## src/rtl/skm_pkg.sv

```systemverilog
package skm_pkg;
    localparam int CHAR_W    = 8;
    localparam int MAX_CHARS = 8;
    localparam int HIST_W    = CHAR_W * MAX_CHARS;

    typedef logic [CHAR_W-1:0] char_t;
    typedef logic [HIST_W-1:0] hist_t;

    typedef struct packed {
        logic valid;
        logic match;
    } result_t;

    function automatic hist_t shift_in(hist_t h, char_t c);
        return {h[HIST_W-CHAR_W-1:0], c};
    endfunction

    function automatic char_t lane_of(hist_t w, int idx);
        return w[idx*CHAR_W +: CHAR_W];
    endfunction
endpackage

```

## src/rtl/skm_history.sv

```systemverilog
module skm_history
    import skm_pkg::*;
(
    input  logic  clk,
    input  logic  rst,
    input  logic  clear,
    input  logic  shift_en,
    input  char_t char_in,
    output hist_t hist_q,
    output hist_t hist_next
);
    hist_t base;

    always_comb begin
        base      = clear ? '0 : hist_q;
        hist_next = shift_en ? shift_in(base, char_in) : base;
    end

    always_ff @(posedge clk) begin
        if (rst) hist_q <= '0;
        else     hist_q <= hist_next;
    end


    shift_order_chk: assert property (@(posedge clk) disable iff (rst)
        (shift_en && !clear) |=> (hist_q[CHAR_W-1:0] == $past(char_in)) &&
                                 (hist_q[HIST_W-1:CHAR_W] == $past(hist_q[HIST_W-CHAR_W-1:0])));

    clear_empties_chk: assert property (@(posedge clk) disable iff (rst)
        clear |=> (hist_q[HIST_W-1:CHAR_W] == '0));

    hold_history_chk: assert property (@(posedge clk) disable iff (rst)
        (!shift_en && !clear) |=> $stable(hist_q));
endmodule

```

## src/rtl/skm_compare.sv

```systemverilog
module skm_compare
    import skm_pkg::*;
(
    input  hist_t window,
    input  hist_t mask,
    input  hist_t keyword,
    output logic  hit
);
    logic [MAX_CHARS-1:0] lane_hit;

    for (genvar i = 0; i < MAX_CHARS; i++) begin : g_lane
        assign lane_hit[i] =
            ((lane_of(window, i) & lane_of(mask, i)) == lane_of(keyword, i));
    end

    assign hit = &lane_hit;
endmodule

```

## src/rtl/skm_out_stage.sv

```systemverilog
module skm_out_stage
    import skm_pkg::*;
(
    input  logic clk,
    input  logic rst,
    input  logic load,
    input  logic load_match,
    input  logic out_ready,
    output logic out_valid,
    output logic out_match,
    output logic room
);
    result_t res_q;

    assign out_valid = res_q.valid;
    assign out_match = res_q.match;
    assign room      = !res_q.valid || out_ready;

    always_ff @(posedge clk) begin
        if (rst) begin
            res_q <= '0;
        end else if (load) begin
            res_q.valid <= 1'b1;
            res_q.match <= load_match;
        end else if (out_ready) begin
            res_q.valid <= 1'b0;
        end
    end


    stall_hold_chk: assert property (@(posedge clk) disable iff (rst)
        (out_valid && !out_ready) |=> (out_valid && $stable(out_match)));

    load_shows_chk: assert property (@(posedge clk) disable iff (rst)
        load |=> out_valid);

    drain_drops_chk: assert property (@(posedge clk) disable iff (rst)
        (out_valid && out_ready && !load) |=> !out_valid);

    no_load_stalled_chk: assert property (@(posedge clk) disable iff (rst)
        (out_valid && !out_ready) |-> !load);
endmodule

```

## src/rtl/stream_keyword_matcher.sv

```systemverilog
module stream_keyword_matcher
    import skm_pkg::*;
(
    input  logic        clk,
    input  logic        rst,
    input  logic        clear,
    input  logic        in_valid,
    output logic        in_ready,
    input  logic [7:0]  in_char,
    input  logic [63:0] keyword,
    input  logic [63:0] mask,
    output logic        out_valid,
    input  logic        out_ready,
    output logic        out_match
);
    logic  accept;
    logic  hit;
    hist_t hist_q;
    hist_t hist_next;

    assign accept = in_valid && in_ready;

    skm_history u_history (
        .clk      (clk),
        .rst      (rst),
        .clear    (clear),
        .shift_en (accept),
        .char_in  (in_char),
        .hist_q   (hist_q),
        .hist_next(hist_next)
    );

    skm_compare u_compare (
        .window (hist_next),
        .mask   (mask),
        .keyword(keyword),
        .hit    (hit)
    );

    skm_out_stage u_out (
        .clk       (clk),
        .rst       (rst),
        .load      (accept),
        .load_match(hit),
        .out_ready (out_ready),
        .out_valid (out_valid),
        .out_match (out_match),
        .room      (in_ready)
    );


    reset_state_chk: assert property (@(posedge clk)
        rst |=> (!out_valid && hist_q == '0));

    throughput_chk: assert property (@(posedge clk) disable iff (rst)
        (in_valid && out_ready) |-> in_ready);
endmodule

```

## config.mk

```make
export PLATFORM = sky130hd
export DESIGN_NAME = stream_keyword_matcher
export DESIGN_NICKNAME = d
export VERILOG_FILES = /design/src/rtl/skm_pkg.sv /design/src/rtl/skm_history.sv /design/src/rtl/skm_compare.sv /design/src/rtl/skm_out_stage.sv /design/src/rtl/stream_keyword_matcher.sv
export SDC_FILE = /design/constraint.sdc
export NUM_CORES = 1
export LEC_CHECK = 0
export BUFFER_PORTS_ARGS = -buffer_cell sky130_fd_sc_hd__buf_2
export CORE_UTILIZATION = 55
export CTS_BUF_LIST = sky130_fd_sc_hd__clkbuf_8 sky130_fd_sc_hd__clkbuf_16
export CTS_CLUSTER_SIZE = 20
export DETAILED_ROUTE_END_ITERATION = 8
export HOLD_SLACK_MARGIN = 0.05
export PLACE_DENSITY = 0.91
export SYNTH_ARGS = -nofsm -noshare
export SYNTH_HDL_FRONTEND = slang
export SYNTH_SLANG_ARGS = --single-unit
```

## constraint.sdc

```tcl
create_clock -name clk -period 3 [get_ports clk]
set_input_delay 0.3 -clock clk [delete_from_list [all_inputs] [get_ports clk]]
set_output_delay 0.3 -clock clk [all_outputs]
set_load 0.01 [all_outputs]
```

==> results.md <==
• setup clock skew after layout: 0.009281 ns
• Required @ worst endpoint: 3.27 ns
• number of I/O pins: 144
• total half-perimeter wirelength after legalization and detailed placement: 9413 um
• instance count of the mapped netlist: 528
• total non-filler cell area in the finished layout: 5221 um2
• worst max-slew margin expressed relative to the limit: 45.22%
• Power Internal: 1.390 mW
• clk sinks: 65
• arithmetic-cell share of the synthesized area counting full adders, half adders and majority gates: 0%
• TritonCTS buffer count: 9
• nets in the synthesized netlist: 669
• number of flops mapped to enable cells by yosys: 0
• filler cell count in the final layout: 591
• sequential share of the synthesized area: 30.28%
• placement row count: 31
• part of the cycle the worst path needs: 88.34%
• placeable core region: 7408 um2
• All-Layer GR Usage: 30.22%
• Met1 Wirelength: 5152 um
• placement-stage worst setup slack: 0.3914 ns
• worst stage delay on the critical path: 0.41 ns
• via count of the first global-routing pass: 4074
• initial antenna violation count: 0
• switching power share of the total: 26.64%
• TritonCTS clock tree: done
• total gr overflow: 0
• total routed wirelength: 12480 um
• routed vias: 4354
• critical path fanouts, max: 45
• Top Metal Used: met4
• Die X-Extent: 90.40 um
• post-synthesis cell area: 4298 um2
• Power Total: 1.895 mW
• crit path from: u_out.out_valid$_SDFFE_PP0P_
• distinct cell type count after synthesis: 38
• post-layout net count: 793
• total iterations of the first detailed-routing run: 4
• FF/Latch Area: 1301 um2
• Die H: 90.40 um
• compound-gate portion of the synthesized area: 19.24%
• largest net degree at the start of global routing: 57
• combinational share of power: 17.1%
• First DRT Iteration DRCs: 314
• final slew viol count: 0
• post-cts repair resize count: 0
• footprint of the multi-input gates: 2816 um2
• nature of the critical path startpoint: flop
• most frequent cells after synthesis: sky130_fd_sc_hd__dfxtp_1, sky130_fd_sc_hd__nand2_1, sky130_fd_sc_hd__nand3b_1
• nature of the critical path endpoint: flop
• largest area contributor in the netlist: sky130_fd_sc_hd__dfxtp_1
• power dissipated by switching net loads: 0.5050 mW
• relative contribution of the clock network to total power: 36.6%
• clock root cell: sky130_fd_sc_hd__clkbuf_8
• clock network latency to the later pin of the worst-skew pair: 0.34 ns
• residual antenna-violating net count after detailed routing: 0
• critical path data arrival time: 2.92 ns
• post-synthesis simple-gate area fraction: 29.40%
• area share of the leading cell type in the synthesized netlist: 30.28%
• Power Dens Cells: 363.0 nW/um2
• count of state elements after synthesis: 65
• mux share of post-synthesis cell area: 6.055%
• share of cells above drive strength 1: 29.12%
• Min-Delay Startpoint: in_char[0]
• worst-case hold slack: 0.2101 ns
• fraction of synthesized cell area in xor and xnor cells: 10.80%
• number of levels the H-tree was split into: 3
• hold buffers post-CTS: 0
• post-route worst setup slack: 0.3497 ns
• outcome: complete, no violations
• sequential fraction of design power: 46.3%
• post-route setup TNS: 0 ns
• setup repair after global routing missed its margin: no
• Via density: 5.767
• worst flop-to-flop path startpoint: u_out.out_valid$_SDFFE_PP0P_
• clock-pin slew on the worst setup and hold paths: 0.07 ns
• number of maximum-capacitance constraint violations: 0
• area added between synthesis and finish: 21.48%
• most repeated library cell on the critical path: sky130_fd_sc_hd__nand4_1
• proportion of synthesized flip-flops having asynchronous set or reset: 0%
• achievable frequency: 377.3 MHz
• largest family of logic cells by synthesized area: simple AND/OR/NAND/NOR gates
• top area cells in the synthesized netlist: sky130_fd_sc_hd__dfxtp_1, sky130_fd_sc_hd__nand3b_1, sky130_fd_sc_hd__xor2_1, sky130_fd_sc_hd__mux2i_1, sky130_fd_sc_hd__o21ba_2
• initial core utilization: 58.01%
• list of cells traversed by the critical path: nand2b_4, buf_4, a21boi_0, o21ai_0, xor2_1, nand4_1, nor4_1, nand4_1, o21ai_1
• Worst Tran Pin Value: 0.8217 ns
• diodes inserted: 0
• main flop type after synthesis: sky130_fd_sc_hd__dfxtp_1
• Max rail drop VDD: 0.1918 mV
• worst-case clock buffer depth: 2
• Remaining DRCs: 0
• Mean Syn Cell Area: 8.140 um2
• most numerous cell in the Yosys netlist: sky130_fd_sc_hd__dfxtp_1
• final hold violation count: 0
• count of input and output buffers: 143
• routed length per placed instance: 16.53 um
• last weighted congestion value of the routability-driven placer: 0.9761
• Yosys warnings: 0
• buffers inserted during post-CTS setup optimization: 0
• WS Path Type: flop to flop
• Post-Place Cell Area: 5045 um2
• min Tclk post-route: 2.650 ns
• worst hold-check path type: primary input to flop
• wire length on met2: 6047 um
• Critical Path Slowest Stage Cell: sky130_fd_sc_hd__nor4_1
• Final setup violation count: 0
• standby leakage power: 2.060 nW
• DR WL met3: 1019 um
• global-route wire length before repair: 19390 um
• DIE AREA: 8172 um2
## stage by stage
stage	cells	utilization (%)
final	755	70.48
after global routing	755	70.48
after CTS	755	70.48
after detailed placement	740	68.10
after global placement	740	68.10
after floorplan	528	-
## final timing paths
kind,end,slack [ns],cells past startpoint
worst min-delay path,u_history.hist_q[0]$_SDFF_PP0_,0.21,3
worst max register to register,u_out.out_match$_SDFFE_PP0P_,0.35,9
worst min register to register,u_history.hist_q[38]$_SDFF_PP0_,0.48,2
worst max-delay path,u_out.out_match$_SDFFE_PP0P_,0.35,9
## power by group through the flow
stage / registers [mW] / logic, mW / clock network [mW]
final: 0.878 / 0.324 / 0.693
after global routing: 0.878 / 0.346 / 0.737
after CTS: 0.878 / 0.319 / 0.700
after detailed placement: 0.898 / 0.317 / 0
after global placement: 0.897 / 0.311 / 0
after floorplan: 0.896 / 0.168 / 0
## final cells by class
| cell class | instances | share of cell area [%] |
|---|---|---|
| Inverter | 4 | 0.2876 |
| Clock inverter | 6 | 1.006 |
| Sequential cell | 65 | 24.92 |
| Multi-Input combinational cell | 421 | 53.94 |
| Tap cell | 99 | 2.372 |
| Clock buffer | 9 | 2.372 |
| Timing Repair Buffer | 151 | 15.10 |
## worst max-delay path, delay by kind of cell, from the launching register on
| kind | cells | cell delay (ns) |
|---|---|---|
| XOR/XNOR | 1 | 0.25 |
| flip-flops | 1 | 0.34 |
| buffers and inverters | 1 | 0.36 |
| AND/OR/NAND/NOR | 4 | 0.90 |
| AO/OA/AOI/OAI | 3 | 0.71 |
## layout by cell type (no fill, tap or decap), types with 14 or more instances in the layout
cell and count:
sky130_fd_sc_hd__o21ai_0 36, sky130_fd_sc_hd__nand3b_1 46, sky130_fd_sc_hd__a21oi_1 38, sky130_fd_sc_hd__buf_2 143, sky130_fd_sc_hd__nor2_1 15, sky130_fd_sc_hd__nor2b_1 22
sky130_fd_sc_hd__xor2_1 30, sky130_fd_sc_hd__nand2_1 53, sky130_fd_sc_hd__a21boi_0 22, sky130_fd_sc_hd__mux2i_1 26, sky130_fd_sc_hd__xnor2_1 23, sky130_fd_sc_hd__nand2b_1 14
sky130_fd_sc_hd__and3_1 23, sky130_fd_sc_hd__nand4_1 20, sky130_fd_sc_hd__o21ba_2 22, sky130_fd_sc_hd__dfxtp_1 65
## state kept, by name, summed over array words and instances, names as in the netlist
name and flops:
u_history.hist_q 63, u_out.out_valid 1, u_out.out_match 1
## kinds of logic after synthesis
family,count (synthesis)
muxes,26
xor gates and xnor gates,53
AOI/OAI and AO/OA,126
buffers and inverters,42
DFF,65
and+or+nand+nor,216
## routing by layer
layer	up-vias	global-route usage (%)
li1	2107	-
met1	2010	39.24
met2	217	49.87
met3	20	4.040
met4	0	13.58
met5	-	0
Power figures use the tool's default switching activity.
